===== src/rtl/wdt_pkg.sv =====
package wdt_pkg;
  localparam logic [7:0] KICK_KEY  = 8'hAC;
  localparam logic [7:0] KICK_READ = 8'h9A;
  localparam logic [7:0] MODE_RST  = 8'h07;

  typedef struct packed {
    logic mode_wr;
    logic kick_ok;
    logic kick_bad;
  } bus_ev_t;
endpackage


===== src/rtl/wdt_bus_dec.sv =====
module wdt_bus_dec
  import wdt_pkg::*;
#(
  parameter int ADDR_W    = 4,
  parameter int MODE_ADDR = 0,
  parameter int KICK_ADDR = 1
) (
  input  logic              bus_wr,
  input  logic              bus_bit,
  input  logic [ADDR_W-1:0] bus_addr,
  input  logic [7:0]        bus_wdata,
  output bus_ev_t           ev
);
  logic hit_mode, hit_kick;

  always_comb begin
    hit_mode    = bus_wr && (bus_addr == ADDR_W'(MODE_ADDR));
    hit_kick    = bus_wr && (bus_addr == ADDR_W'(KICK_ADDR));
    ev.mode_wr  = hit_mode;
    ev.kick_ok  = hit_kick && !bus_bit && (bus_wdata == KICK_KEY);
    ev.kick_bad = hit_kick && (bus_bit || (bus_wdata != KICK_KEY));
  end
endmodule


===== src/rtl/wdt_mode_ctl.sv =====
module wdt_mode_ctl
  import wdt_pkg::*;
#(
  parameter int SEL_W = 3
) (
  input  logic             clk,
  input  logic             rst,
  input  logic             mode_wr,
  input  logic [7:0]       wdata,
  output logic             stopped,
  output logic             written,
  output logic [SEL_W-1:0] sel,
  output logic [7:0]       mode_byte,
  output logic             mode_fault
);
  always_ff @(posedge clk) begin
    if (rst) begin
      stopped   <= 1'b0;
      written   <= 1'b0;
      mode_byte <= MODE_RST;
    end else if (mode_wr && !written) begin
      written   <= 1'b1;
      stopped   <= (wdata == 8'h00);
      mode_byte <= wdata;
    end
  end

  assign sel        = mode_byte[SEL_W-1:0];
  assign mode_fault = mode_wr && written && !stopped;
endmodule


===== src/rtl/wdt_ctr.sv =====
module wdt_ctr #(
  parameter int SEL_W = 3,
  parameter int CNT_W = 20
) (
  input  logic             clk,
  input  logic             rst,
  input  logic             run,
  input  logic             tick,
  input  logic             clear,
  input  logic [SEL_W-1:0] sel,
  output logic [CNT_W-1:0] cnt,
  output logic             terminal
);
  localparam logic [SEL_W-1:0] MAX_SEL = '1;
  logic [CNT_W-1:0] limit;

  always_comb begin
    limit    = {CNT_W{1'b1}} >> (MAX_SEL - sel);
    terminal = run && tick && !clear && (cnt == limit);
  end

  always_ff @(posedge clk) begin
    if (rst || clear || terminal) cnt <= '0;
    else if (run && tick)         cnt <= cnt + 1'b1;
  end
endmodule


===== src/rtl/wdt_keyed.sv =====
module wdt_keyed
  import wdt_pkg::*;
#(
  parameter int ADDR_W    = 4,
  parameter int MODE_ADDR = 0,
  parameter int KICK_ADDR = 1,
  parameter int SEL_W     = 3,
  parameter int MIN_EXP   = 13,
  localparam int CNT_W    = MIN_EXP + (1 << SEL_W) - 1
) (
  input  logic              clk,
  input  logic              rst,
  input  logic              tick,
  input  logic              bus_wr,
  input  logic              bus_rd,
  input  logic              bus_bit,
  input  logic [ADDR_W-1:0] bus_addr,
  input  logic [7:0]        bus_wdata,
  output logic [7:0]        bus_rdata,
  output logic              ovf_o
);
  bus_ev_t          ev;
  logic             stopped_w, written_w, mode_fault, kick_fault, terminal;
  logic [SEL_W-1:0] sel;
  logic [7:0]       mode_byte;
  logic [CNT_W-1:0] cnt;
  logic             fault, clear;

  wdt_bus_dec #(.ADDR_W(ADDR_W), .MODE_ADDR(MODE_ADDR), .KICK_ADDR(KICK_ADDR)) dec_i (
    .bus_wr(bus_wr), .bus_bit(bus_bit), .bus_addr(bus_addr),
    .bus_wdata(bus_wdata), .ev(ev)
  );

  wdt_mode_ctl #(.SEL_W(SEL_W)) mode_i (
    .clk(clk), .rst(rst), .mode_wr(ev.mode_wr), .wdata(bus_wdata),
    .stopped(stopped_w), .written(written_w), .sel(sel),
    .mode_byte(mode_byte), .mode_fault(mode_fault)
  );

  assign kick_fault = ev.kick_bad && !stopped_w;
  assign fault      = mode_fault || kick_fault;
  assign clear      = fault || ev.kick_ok || ev.mode_wr;

  wdt_ctr #(.SEL_W(SEL_W), .CNT_W(CNT_W)) ctr_i (
    .clk(clk), .rst(rst), .run(!stopped_w), .tick(tick), .clear(clear),
    .sel(sel), .cnt(cnt), .terminal(terminal)
  );

  always_ff @(posedge clk) begin
    if (rst) begin
      ovf_o     <= 1'b0;
      bus_rdata <= 8'h00;
    end else begin
      ovf_o <= fault || terminal;
      if (bus_rd && bus_addr == ADDR_W'(KICK_ADDR))      bus_rdata <= KICK_READ;
      else if (bus_rd && bus_addr == ADDR_W'(MODE_ADDR)) bus_rdata <= mode_byte;
      else                                               bus_rdata <= 8'h00;
    end
  end
endmodule


===== config.mk =====
export PLATFORM = sky130hd
export DESIGN_NAME = wdt_keyed
export DESIGN_NICKNAME = d
export VERILOG_FILES = /design/src/rtl/wdt_pkg.sv /design/src/rtl/wdt_bus_dec.sv /design/src/rtl/wdt_mode_ctl.sv /design/src/rtl/wdt_ctr.sv /design/src/rtl/wdt_keyed.sv
export SDC_FILE = /design/constraint.sdc
export NUM_CORES = 1
export LEC_CHECK = 0
export CAP_MARGIN = 20
export CORE_MARGIN = 1.5
export CORE_UTILIZATION = 50
export CTS_CLUSTER_SIZE = 20
export DETAILED_ROUTE_END_ITERATION = 16
export GPL_ROUTABILITY_DRIVEN = 0
export HOLD_SLACK_MARGIN = 0.1
export PLACE_DENSITY_LB_ADDON = 0.05
export SLEW_MARGIN = 20
export SYNTH_ARGS = -nofsm -noshare
export SYNTH_HDL_FRONTEND = slang
export SYNTH_HIERARCHICAL = 1
export SYNTH_SLANG_ARGS = --single-unit

===== constraint.sdc =====
create_clock -name clk -period 4.2 [get_ports clk]
set_input_delay 1.26 -clock clk [delete_from_list [all_inputs] [get_ports clk]]
set_output_delay 1.26 -clock clk [all_outputs]
set_load 0.03 [all_outputs]

-- Word level (Yosys, flattened, before mapping)
Cells that the tools add are included.
- register bits: 39
- latch bits: 0
- logic and storage cells: 45
- output and inout port bits: 9
- ROM bits: 0
- memories kept: 0
- RAM bits: 0
- input bits: 18
- $lt $le $gt $ge: 0
- shift operators: 1
- add/subtract/negate cells: 2
- multiplexer cells: 2
- divide/modulo/power cells: 0
- equal/unequal tests: 4
- multipliers: 0
- bitwise gates (word level): 1
- reduce and logical (&&, ||, !) cells: 28
- operator list (kind ; number):
    adder 20 x 1 -> 20 bit, second input constant ; 1
    equality test 20 bit ; 1
    right shift 20 x 3 -> 20 bit, first input constant ; 1
    two-way mux 8 bit ; 2
    logical AND 1 bit ; 14
    equality test 8 bit, second input constant ; 1
    zero test 8 bit ; 1
    != test 8 bit, second input constant ; 1
    logical OR 1 bit ; 7
    equality test 4 x 1 -> 1 bit, second input constant ; 1
    zero test 1 bit ; 4
    zero test 4 bit ; 1
    OR reduction 3 bit ; 1
    subtractor 3 bit, first input constant ; 1
    NOT 1 bit ; 1

-- Depth between registers and ports, before layout
Gate-level depths: netlist (run 1).
- depth in word-level cells: 11
- gate-level depth with buffers: 9
- gate-level depth less buffers: 8

-- Cells and area by module
Netlist (run 1), hierarchy kept.
- modules (own cells, without submodules) (module ; cells each ; seq. area each (um^2) ; area an instance (um^2) ; times used):
    wdt_ctr ; 125 ; 400.4 ; 1094.8 ; 1
    wdt_mode_ctl ; 50 ; 200.2 ; 406.6 ; 1
    wdt_keyed ; 29 ; 180.2 ; 296.5 ; 1
    wdt_bus_dec ; 9 ; 0.0 ; 71.3 ; 1

-- Worst setup path after synthesis (run 1)
Ideal clock, no wire load.
- path type: input to register
- from: input port bus_wr
- to: register ctr_i.cnt[16]
- required time: 4126 ps
- path slack: 687 ps
- library setup time: 74 ps
- arrival: 3438 ps
- stages: 9
- path buffers: 2
- cells stage by stage: nor4b_2 > nor2b_1 > buf_4 > and3b_2 > or4_1 > or2_2 > clkbuf_1 > or4_1 > o21ai_0
- longest elaborated chain between the ends: 10
- elaborated cells on any way between the ends: 16
- classes of those cells: 16 x reduce/logical
- ends and longest elaborated chain (item ; RTL line ; RTL):
    from (decl) ; wdt_keyed.sv:14 ; input logic bus_wr,
    logical AND 1 bit (*) ; wdt_bus_dec.sv:17 ; hit_mode = bus_wr && (bus_addr == ADDR_W'(MODE_ADDR));
    net dec_i.hit_mode ; wdt_bus_dec.sv:14 ; logic hit_mode, hit_kick;
    logical AND 1 bit (*) (2 in a row) ; wdt_mode_ctl.sv:29 ; assign mode_fault = mode_wr && written && !stopped;
    net mode_fault ; wdt_keyed.sv:23 ; logic stopped_w, written_w, mode_fault, kick_fault, terminal;
    logical OR 1 bit (*) ; wdt_keyed.sv:41 ; assign fault = mode_fault || kick_fault;
    logical OR 1 bit (*) (2 in a row) ; wdt_keyed.sv:42 ; assign clear = fault || ev.kick_ok || ev.mode_wr;
    net clear ; wdt_keyed.sv:27 ; logic fault, clear;
    zero test 1 bit ; wdt_ctr.sv:19 ; terminal = run && tick && !clear && (cnt == limit);
    logical AND 1 bit (2 in a row) ; wdt_ctr.sv:19 ;
    logical OR 1 bit (*) ; wdt_ctr.sv:23 ; if (rst || clear || terminal) cnt <= '0;
    to (signal assigned) ; wdt_ctr.sv:24 ; else if (run && tick) cnt <= cnt + 1'b1;
    to (decl) ; wdt_ctr.sv:11 ; output logic [CNT_W-1:0] cnt,
Mark *: on every way through the listed nets, which the timed path passes. The rest lies on a longest branch.
A chain may end at the register's enable or synchronous reset.

==> results.cfg, run 1 <==
[status]
status = completed

[sta]
setup_violations = 0
tns_ps = 0
hold_violations = 0
rsz0062_at_grt = no
relSlewSlack_pct = 45.70
fin_crit_ps = 3672
holdWs_ps = 455.7
worstMarginPinSlew_ps = 803.2
finalCritPeriodShare_pct = 87.43
fin_worst_skew_ps = 5.448
fmaxAchievable_mhz = 272.3
maxSlewViolCount = 0

[grt]
grt_pass1_vias = 1473
grtUsageTotal_pct = 20.63
grt_pass1_wl_um = 6644
antenna_found_initial = 0
grt_overflow_total = 0
grt_max_degree = 19

[synth]
synthCells = 213
synth-compound-area-share_pct = 8.099
synth.area.mux_share_pct = 0.5355
synthesis.nets = 232
synthSimpleGateAreaFrac_pct = 35.41
synth_top_family_by_area = simple AND/OR/NAND/NOR gates
synth_fa_ha_area_share_pct = 0.6693
yosysWarnings = 6
ys_types = 45
syn_area_per_cell_um2 = 8.776
yosysSeqAreaShare_pct = 41.77
ys_ff_latch = 39
synth_xor_area_share_pct = 8.902
synth_area_um2 = 1869

[hold_path]
whs_path_depth = 2
hold_path.class = flop to flop

[clock_tree]
clk_pin_slew_ps = 80
cts_tree = yes
htreeDepth = 2
cts_sinks = 39
clk_path_buf_depth = 2
root_buffer = clkbuf_8
cts_resized = 0
cts_buffers = 5
post_cts.repair.setup_buffers = 0
cts-hold-fix-buffers = 0
clk_latency_ps = 290

[floorplanning]
io_pins = 27
die_w_um = 64.15
die_h_um = 64.15
coreArea_um2 = 3633
num_rows = 22
initial_core_util_pct = 51.45
dieArea_um2 = 4115

[route]
routedWlPerCell_um = 13.90
ant_nets = 0
postRouteWirelength_um = 3976
drc = 0
vias_per_cell = 5.661
vias = 1619
first_pass_iters = 4
first_iter_violations = 80

[critical_path]
crit_path_start_kind = primary input
path_class = primary input to flop
crit_fanout = 9
ff2ff_path_depth = 5
arrival_ps = 3880
end_kind = flop
worstPathRequired_ps = 4410

[layout]
drive_gt1_share_pct = 9.664
final_cells = 286
nets = 256
filler_cell_count = 347
final_cell_mix = dfxtp_1 (39), nand2_1 (26), clkdlybuf4s50_1 (26)
final_common_cell = dfxtp_1
area_delta_synth_final_pct = 18.88
fin_util_pct = 61.16
antenna_cells = 0

[power_and_ir_drop]
vdd_drop_max_uv = 177.6
power_density_nw_per_um2 = 302.2
p_leak_nw = 0.7727
total_power_mw = 0.6716

[run]
cap_violations = 0

[place]
port-buffer-count = 26
dpl.hpwl_um = 2957
placed_cells = 278
-- layout make-up --
type / count / area, µm² / area share, %
Clock buffer: 6 / 72.57 / 3.266
Clock inverter: 2 / 12.51 / 0.5631
Inverter: 3 / 11.26 / 0.5068
Multi-Input combinational cell: 159 / 1002 / 45.10
Sequential cell: 39 / 780.7 / 35.14
Tap cell: 48 / 60.06 / 2.703
Timing Repair Buffer: 29 / 282.8 / 12.73
-- report_power, final --
group | internal (mW) | total (mW) | switching, mW | leakage [nW]
Sequential | 0.374 | 0.378 | 0.00426 | 0.315
Clock | 0.116 | 0.245 | 0.129 | 0.0412
Combinational | 0.0257 | 0.0482 | 0.0226 | 0.417
-- Yosys cell counts, drive strengths merged --
| master | count | area share, % |
|---|---|---|
| dfxtp | 39 | 42 |
| or2 | 1 | 0.33 |
| and3 | 9 | 3.1 |
| and4b | 1 | 0.54 |
| a2111oi | 1 | 1.5 |
| nor4 | 2 | 0.67 |
| or4 | 4 | 1.6 |
| nor3 | 20 | 5.6 |
| and4 | 2 | 0.94 |
| a31oi | 1 | 0.33 |
| nand2b | 1 | 0.33 |
| nor2b | 4 | 1.3 |
| nor2 | 20 | 4.4 |
| mux2i | 1 | 0.54 |
| nand3b | 4 | 1.6 |
| xnor2 | 7 | 3.3 |
| o21ai | 4 | 1.3 |
| and3b | 1 | 0.54 |
| nand3 | 8 | 2.1 |
| buf | 9 | 3.4 |
| nor3b | 1 | 0.40 |
| clkbuf | 3 | 0.60 |
| a211oi | 1 | 0.40 |
| nand4 | 8 | 2.7 |
| o311ai | 1 | 0.87 |
| o31a | 1 | 0.47 |
| nand4b | 1 | 0.47 |
| ha | 1 | 0.67 |
| or4b | 1 | 0.74 |
| nand2 | 27 | 5.6 |
| and4bb | 1 | 0.67 |
| o211ai | 3 | 1.2 |
| inv | 3 | 0.60 |
| xor2 | 12 | 5.6 |
| a21oi | 7 | 2.1 |
| nor4b | 3 | 1.7 |
-- registers in the layout (all words and copies together) (netlist names) --
register / flops
ctr_i/cnt: 20
bus_rdata: 8
mode_i/mode_byte: 8
mode_i/stopped: 1
mode_i/written: 1
ovf_o: 1
-- routing by layer --
metal / share of wire, % / vias to the layer above / wire (µm) / GRT usage [%]
met5: 0 / - / 0 / 0
met4: 1.3 / 0 / 51 / 7.181
met3: 4.6 / 7 / 183 / 4.225
met2: 48 / 39 / 1896 / 34.38
met1: 46 / 775 / 1845 / 26.53
li1: - / 798 / - / -
-- worst max-delay path, stage by stage --
cell and delay (ps):
clkdlybuf4s50_1 450, and4bb_2 310, nand4b_1 100, nor2b_1 140
nor2b_1 130, or4_1 440, or2_2 400, or4_1 480
o21ai_0 180
-- kinds of logic (layout without fill, tap and decap cells) --
group	count (synthesis)	after routing
simple gates	119	119
flops	39	39
compound gates	19	19
xor+xnor	19	19
buf+inv	15	40
fa+ha+maj	1	1
mux	1	1
-- per-stage QoR --
stage / setup WS (ps) / cell area (µm²)
finish: 528.1 / 2222
global route: 378.1 / 2222
CTS: 556.8 / 2222
detailed placement: 246.6 / 2137
global placement: 346.4 / 2137
floorplan: 687.5 / 1869
-- final timing paths --
check	startpoint	to	slack [ps]
worst max-delay path	bus_wdata[6]	ctr_i/cnt[16]	530
worst min-delay path	mode_i/mode_byte[4]	mode_i/mode_byte[4]	460
worst max register to register	mode_i/stopped	ctr_i/cnt[16]	1900
worst min register to register	mode_i/mode_byte[4]	mode_i/mode_byte[4]	460
Note: power is estimated with default switching activity, not from simulation.
==> inputs of run 2 (changes only) <==
- clock period: 4.2 -> 3.9 ns (I/O delays scaled with it)
==> run 2 against run 1 <==
Combinational power grew 10%. Sequential power grew 7.7%. Non-clock buffer count grew 1. Utilization grew 0.10 points. First-iteration DRC count is the same. Sequential share of layout area shrank 0.059 points. Worst hold slack gained 2.5 ps. Register-to-register slack lost 260 ps. Die area is the same. Via count shrank 0.93%. Flip-flop and latch count is the same. Critical path depth shrank 1. Largest cell class unchanged. Highest routed layer unchanged.
==> results.cfg, run 2 (synthesized netlist as in run 1, its figures left out) <==
[sta]
finalCritPeriodShare_pct = 91.10
setup_violations = 0
worstMarginPinSlew_ps = 855.4
rsz0062_at_grt = no
fin_crit_ps = 3553
maxSlewViolCount = 0
hold_violations = 0
tns_ps = 0
fmaxAchievable_mhz = 281.4
relSlewSlack_pct = 42.17
fin_worst_skew_ps = 6.271

[grt]
grt_pass1_vias = 1523
antenna_found_initial = 0
grtUsageTotal_pct = 21.30
grt_max_degree = 19
grt_overflow_total = 0
grt_pass1_wl_um = 6748

[critical_path]
arrival_ps = 3770
path_class = primary input to flop
ff2ff_path_depth = 5
reg2reg_from = mode_i/stopped
worstReg2RegEnd = ctr_i/cnt[18]
end_kind = flop
crit_path_start_kind = primary input
crit_fanout = 9
rrSetupSlack_ps = 1640
worstPathRequired_ps = 4110
endpoint = ctr_i/cnt[18]
critPathLaunch = bus_addr[3]

[layout]
reg_top3 = ctr_i/cnt x20, bus_rdata x8, mode_i/mode_byte x8
nets = 257
final_common_cell = dfxtp_1
largest-register = ctr_i/cnt
drive_gt1_share_pct = 9.623
fin_util_pct = 61.26
area_delta_synth_final_pct = 19.08
final_cell_mix = dfxtp_1 (39), nand2_1 (26), clkdlybuf4s50_1 (26)
antenna_cells = 0
largest_reg_flops = 20

[clock_tree]
clk_latency_ps = 290
clk_pin_slew_ps = 70
cts_sinks = 39
htreeDepth = 2
clk_path_buf_depth = 2
cts-hold-fix-buffers = 0
post_cts.repair.setup_buffers = 0
root_buffer = clkbuf_8
cts_buffers = 5
cts_resized = 0
cts_tree = yes

[route]
postRouteWirelength_um = 4006
first_iter_violations = 80
routedWlPerCell_um = 13.96
vias_per_cell = 5.589
ant_nets = 0
vias = 1604
first_pass_iters = 5
drc = 0

[floorplanning]
io_pins = 27
dieArea_um2 = 4115
coreArea_um2 = 3633
die_w_um = 64.15
die_h_um = 64.15
num_rows = 22
initial_core_util_pct = 51.45

[power_and_ir_drop]
power_density_nw_per_um2 = 322.4
total_power_mw = 0.7175
p_leak_nw = 0.7785
vdd_drop_max_uv = 193.8

[run]
cap_violations = 0

[place]
dpl.hpwl_um = 2981
port-buffer-count = 26

[status]
status = completed

[hold_path]
hold_path.class = flop to flop
==> run 2: changes by cell type in the layout (fill, tap and decap cells not counted), sizes merged <==
cell,previous run,this run
clkinvlp,1,0
clkbuf,6,7
buf,3,4
==> run 2: layer usage <==
| metal | routed length, µm | GRT usage, % | part of all wire [%] | up-vias |
|---|---|---|---|---|
| met5 | 0 | 0 | 0 | - |
| met4 | 51 | 6.383 | 1.3 | 0 |
| met3 | 154 | 5.282 | 3.8 | 6 |
| met2 | 1947 | 36.20 | 49 | 32 |
| met1 | 1853 | 26.61 | 46 | 762 |
| li1 | - | - | - | 804 |
==> run 2: cell type report <==
| cell class | instances | area (µm²) |
|---|---|---|
| inverters | 3 | 11.26 |
| fillers | 331 | 1408 |
| flip-flops and latches | 39 | 780.7 |
| clock inverters | 1 | 5.005 |
| well taps | 48 | 60.06 |
| clock buffers | 7 | 76.32 |
| repair buffers | 30 | 290.3 |
| multi-input cells | 159 | 1002 |
==> run 2: worst max-delay path: stages <==
cell and delay, ps:
clkdlybuf4s50_1 530, nor4b_2 80, nor2b_1 170, and3b_2 210
or4_1 560, or2_2 400, or4_1 480, o21ai_0 150
==> run 2: through the flow <==
step	cells	worst slack, ps	hold WS (ps)	area (µm²)
global route	287	180.8	479.4	2226
floorplan	213	477.5	431.9	1869
CTS	287	356.9	460.6	2226
finish	287	346.9	458.2	2226
global placement	279	137.6	442.9	2145
detailed placement	279	58.34	450.9	2145
==> run 2: worst min-delay path by stage <==
stage / slack [ps] / to / cells after the start / from
2_1_floorplan: 430 / mode_i/mode_byte[5] / 2 / mode_i/mode_byte[5]
3_3_place_gp: 440 / mode_i/mode_byte[5] / 2 / mode_i/mode_byte[5]
3_5_place_dp: 450 / mode_i/mode_byte[6] / 2 / mode_i/mode_byte[6]
4_1_cts: 460 / mode_i/mode_byte[6] / 2 / mode_i/mode_byte[6]
5_1_grt: 480 / mode_i/mode_byte[6] / 2 / mode_i/mode_byte[6]
6_report: 460 / mode_i/mode_byte[6] / 2 / mode_i/mode_byte[6]
==> run 2: report_power, final <==
group | internal (mW) | switching, mW | total [mW]
registers | 0.403 | 0.00455 | 0.407
logic | 0.0283 | 0.0248 | 0.0531
clock network | 0.125 | 0.132 | 0.257
==> inputs of run 3 (changes only) <==
--- a/config.mk
+++ b/config.mk
@@ -7,4 +7,4 @@
 export LEC_CHECK = 0
+export ABC_AREA = 1
 export CAP_MARGIN = 20
-export CORE_MARGIN = 1.5
 export CORE_UTILIZATION = 50
==> constraint.sdc (replaced) <==
create_clock -name clk -period 3.9 [get_ports clk]
set_input_delay 0.975 -clock clk [delete_from_list [all_inputs] [get_ports clk]]
set_output_delay 0.975 -clock clk [all_outputs]
set_load 0.03 [all_outputs]
==> run 3 against run 2 <==
Critical path depth grew 7. Final area grew 13%. Global-route usage down 1.6 points. Critical endpoint is now ctr_i/cnt[9]. Register-to-register slack better by 540 ps. Largest power group unchanged.
==> results.cfg, run 3 <==
[clock_tree]
clk_pin_slew_ps = 70
post_cts.repair.setup_buffers = 0
cts_tree = yes
cts_sinks = 39
clk_path_buf_depth = 2
root_buffer = clkbuf_8
cts_buffers = 5
clk_latency_ps = 280
cts-hold-fix-buffers = 0
cts_resized = 0
htreeDepth = 2

[sta]
maxSlewViolCount = 0
fin_crit_ps = 2993
setup_violations = 0
finalCritPeriodShare_pct = 76.74
holdWs_ps = 431.3
worstMarginPinSlew_ps = 589.8
fmaxAchievable_mhz = 334.1
hold_violations = 0
rsz0062_at_grt = no
tns_ps = 0
relSlewSlack_pct = 60.54
fin_worst_skew_ps = 3.894

[hold_path]
min_from = mode_i/mode_byte[6]
whs_path_depth = 2
hold_path.class = flop to flop
hold_end = bus_rdata[6]

[floorplanning]
io_pins = 27
die_h_um = 67.67
initial_core_util_pct = 53.13
coreArea_um2 = 4058
num_rows = 23
dieArea_um2 = 4579
die_w_um = 67.67

[layout]
final_common_cell = nand2_1
drive_gt1_share_pct = 16.82
filler_cell_count = 372
largest_reg_flops = 20
final_cells = 383
antenna_cells = 0
largest-register = ctr_i/cnt
reg_top3 = ctr_i/cnt x20, bus_rdata x8, mode_i/mode_byte x8
nets = 351
final_cell_mix = nand2_1 (57), inv_1 (44), dfxtp_1 (39)
area_delta_synth_final_pct = 16.31

[grt]
grtUsageTotal_pct = 19.72
grt_pass1_wl_um = 6748
grt_pass1_vias = 1611
antenna_found_initial = 0
grt_max_degree = 21
grt_overflow_total = 0

[synth]
synthCells = 305
synth_area_leader_cell = dfxtp_1
ys_types = 27
synth_edf_count = 0
synth_top_area_share_pct = 36.22
synth-main-ff-cell = dfxtp_1
synth_most_common_cell = nand2_1
synth_common_cells = nand2_1 (57), inv_1 (44), dfxtp_1 (39), nor2_1 (37), nor2_2 (29)
ys_ff_latch = 39
yosysWarnings = 6
synth_area_um2 = 2156
syn_area_per_cell_um2 = 7.068
yosysSeqAreaShare_pct = 36.22
synthesis.nets = 324
ys_async_sr_fraction_pct = 0
synthTopCellsByArea = dfxtp_1 (36%), nand2_1 (9.9%), nor2_2 (8.4%)

[critical_path]
rrSetupSlack_ps = 2180
crit_fanout = 20
path_class = primary input to flop
crit_path_start_kind = primary input
arrival_ps = 3150
worstPathRequired_ps = 4050
reg2reg_from = ctr_i/cnt[0]
worstReg2RegEnd = ctr_i/cnt[9]
ff2ff_path_depth = 8
end_kind = flop

[power_and_ir_drop]
p_clk_share_pct = 35.1
power_frac_comb_pct = 9.0
seqPwrFrac_pct = 56.0
internal_power_mw = 0.5565
vdd_drop_max_uv = 153.5
power_density_nw_per_um2 = 289.8
swShare_pct = 23.42
total_power_mw = 0.7267
p_leak_nw = 1.032
p_switching_mw = 0.1702

[status]
status = completed

[place]
placed_cells = 375
port-buffer-count = 26
dpl.hpwl_um = 3186

[route]
first_iter_violations = 65
drc = 0
first_pass_iters = 4
vias = 1837
vias_per_cell = 4.796
routedWlPerCell_um = 10.76
postRouteWirelength_um = 4121
ant_nets = 0

[run]
cap_violations = 0
run 3: kinds of logic after synthesis:
family	after synthesis	synth area share [%]
XOR/XNOR	16	6.500
AND/OR/NAND/NOR	174	39.87
flip-flops	39	36.22
AO/OA/AOI/OAI	20	5.630
buffers and inverters	55	11.20
adder cells (fa/ha/maj)	1	0.5803
run 3: metal layers:
metal	global-route usage (%)	wire, µm	vias to the layer above
li1	-	-	992
met1	21.75	1947	820
met2	35.89	2024	23
met3	5.236	119	2
met4	6.649	29	0
met5	0	0	-
run 3: metrics by stage:
stage,instance area [µm²],setup slack [ps],utilization [%]
floorplan,2156,1562,-
finish,2507,907.0,61.79
global placement,2426,660.5,59.79
CTS,2507,875.9,61.79
detailed placement,2426,578.2,59.79
global route,2507,688.8,61.79
run 3: worst max path at each step:
| stage | to | slack, ps | startpoint | cells after the start |
|---|---|---|---|---|
| floorplan | ctr_i/cnt[11] | 1560 | bus_addr[1] | 16 |
| global placement | ctr_i/cnt[4] | 660 | bus_addr[0] | 15 |
| detailed placement | ctr_i/cnt[12] | 580 | bus_addr[0] | 15 |
| CTS | ctr_i/cnt[12] | 880 | bus_addr[0] | 15 |
| global route | ctr_i/cnt[16] | 690 | bus_addr[0] | 15 |
| finish | ctr_i/cnt[9] | 910 | bus_addr[0] | 15 |
run 3: layout make-up:
cell class                      count  area (µm²)  area share [%]
Inverter                           49       188.9           7.535
Clock inverter                      1       5.005          0.1996
Multi-Input combinational cell    211        1134           45.21
Clock buffer                        7       76.32           3.044
Timing Repair Buffer               26       260.3           10.38
Sequential cell                    39       780.7           31.14
Tap cell                           50       62.56           2.495
run 3: critical path, cell delays in order:
cell and delay [ps]:
clkdlybuf4s50_1 610, nor2_1 70, and3_1 210, inv_1 80
nor3_1 40, inv_1 60, nand3_1 90, inv_1 70
nand2_1 60, nor2_1 90, nand3_1 90, nor2_2 100
nand3_2 80, nand2_2 450, nor2_2 50
run 3: power by group through the flow:
stage / registers, mW / clock network (mW) / logic, mW
after detailed placement: 0.416 / 0 / 0.0658
after global routing: 0.408 / 0.283 / 0.0726
after CTS: 0.407 / 0.265 / 0.0661
after floorplan: 0.416 / 0 / 0.0372
after global placement: 0.416 / 0 / 0.0648
final: 0.407 / 0.255 / 0.0651
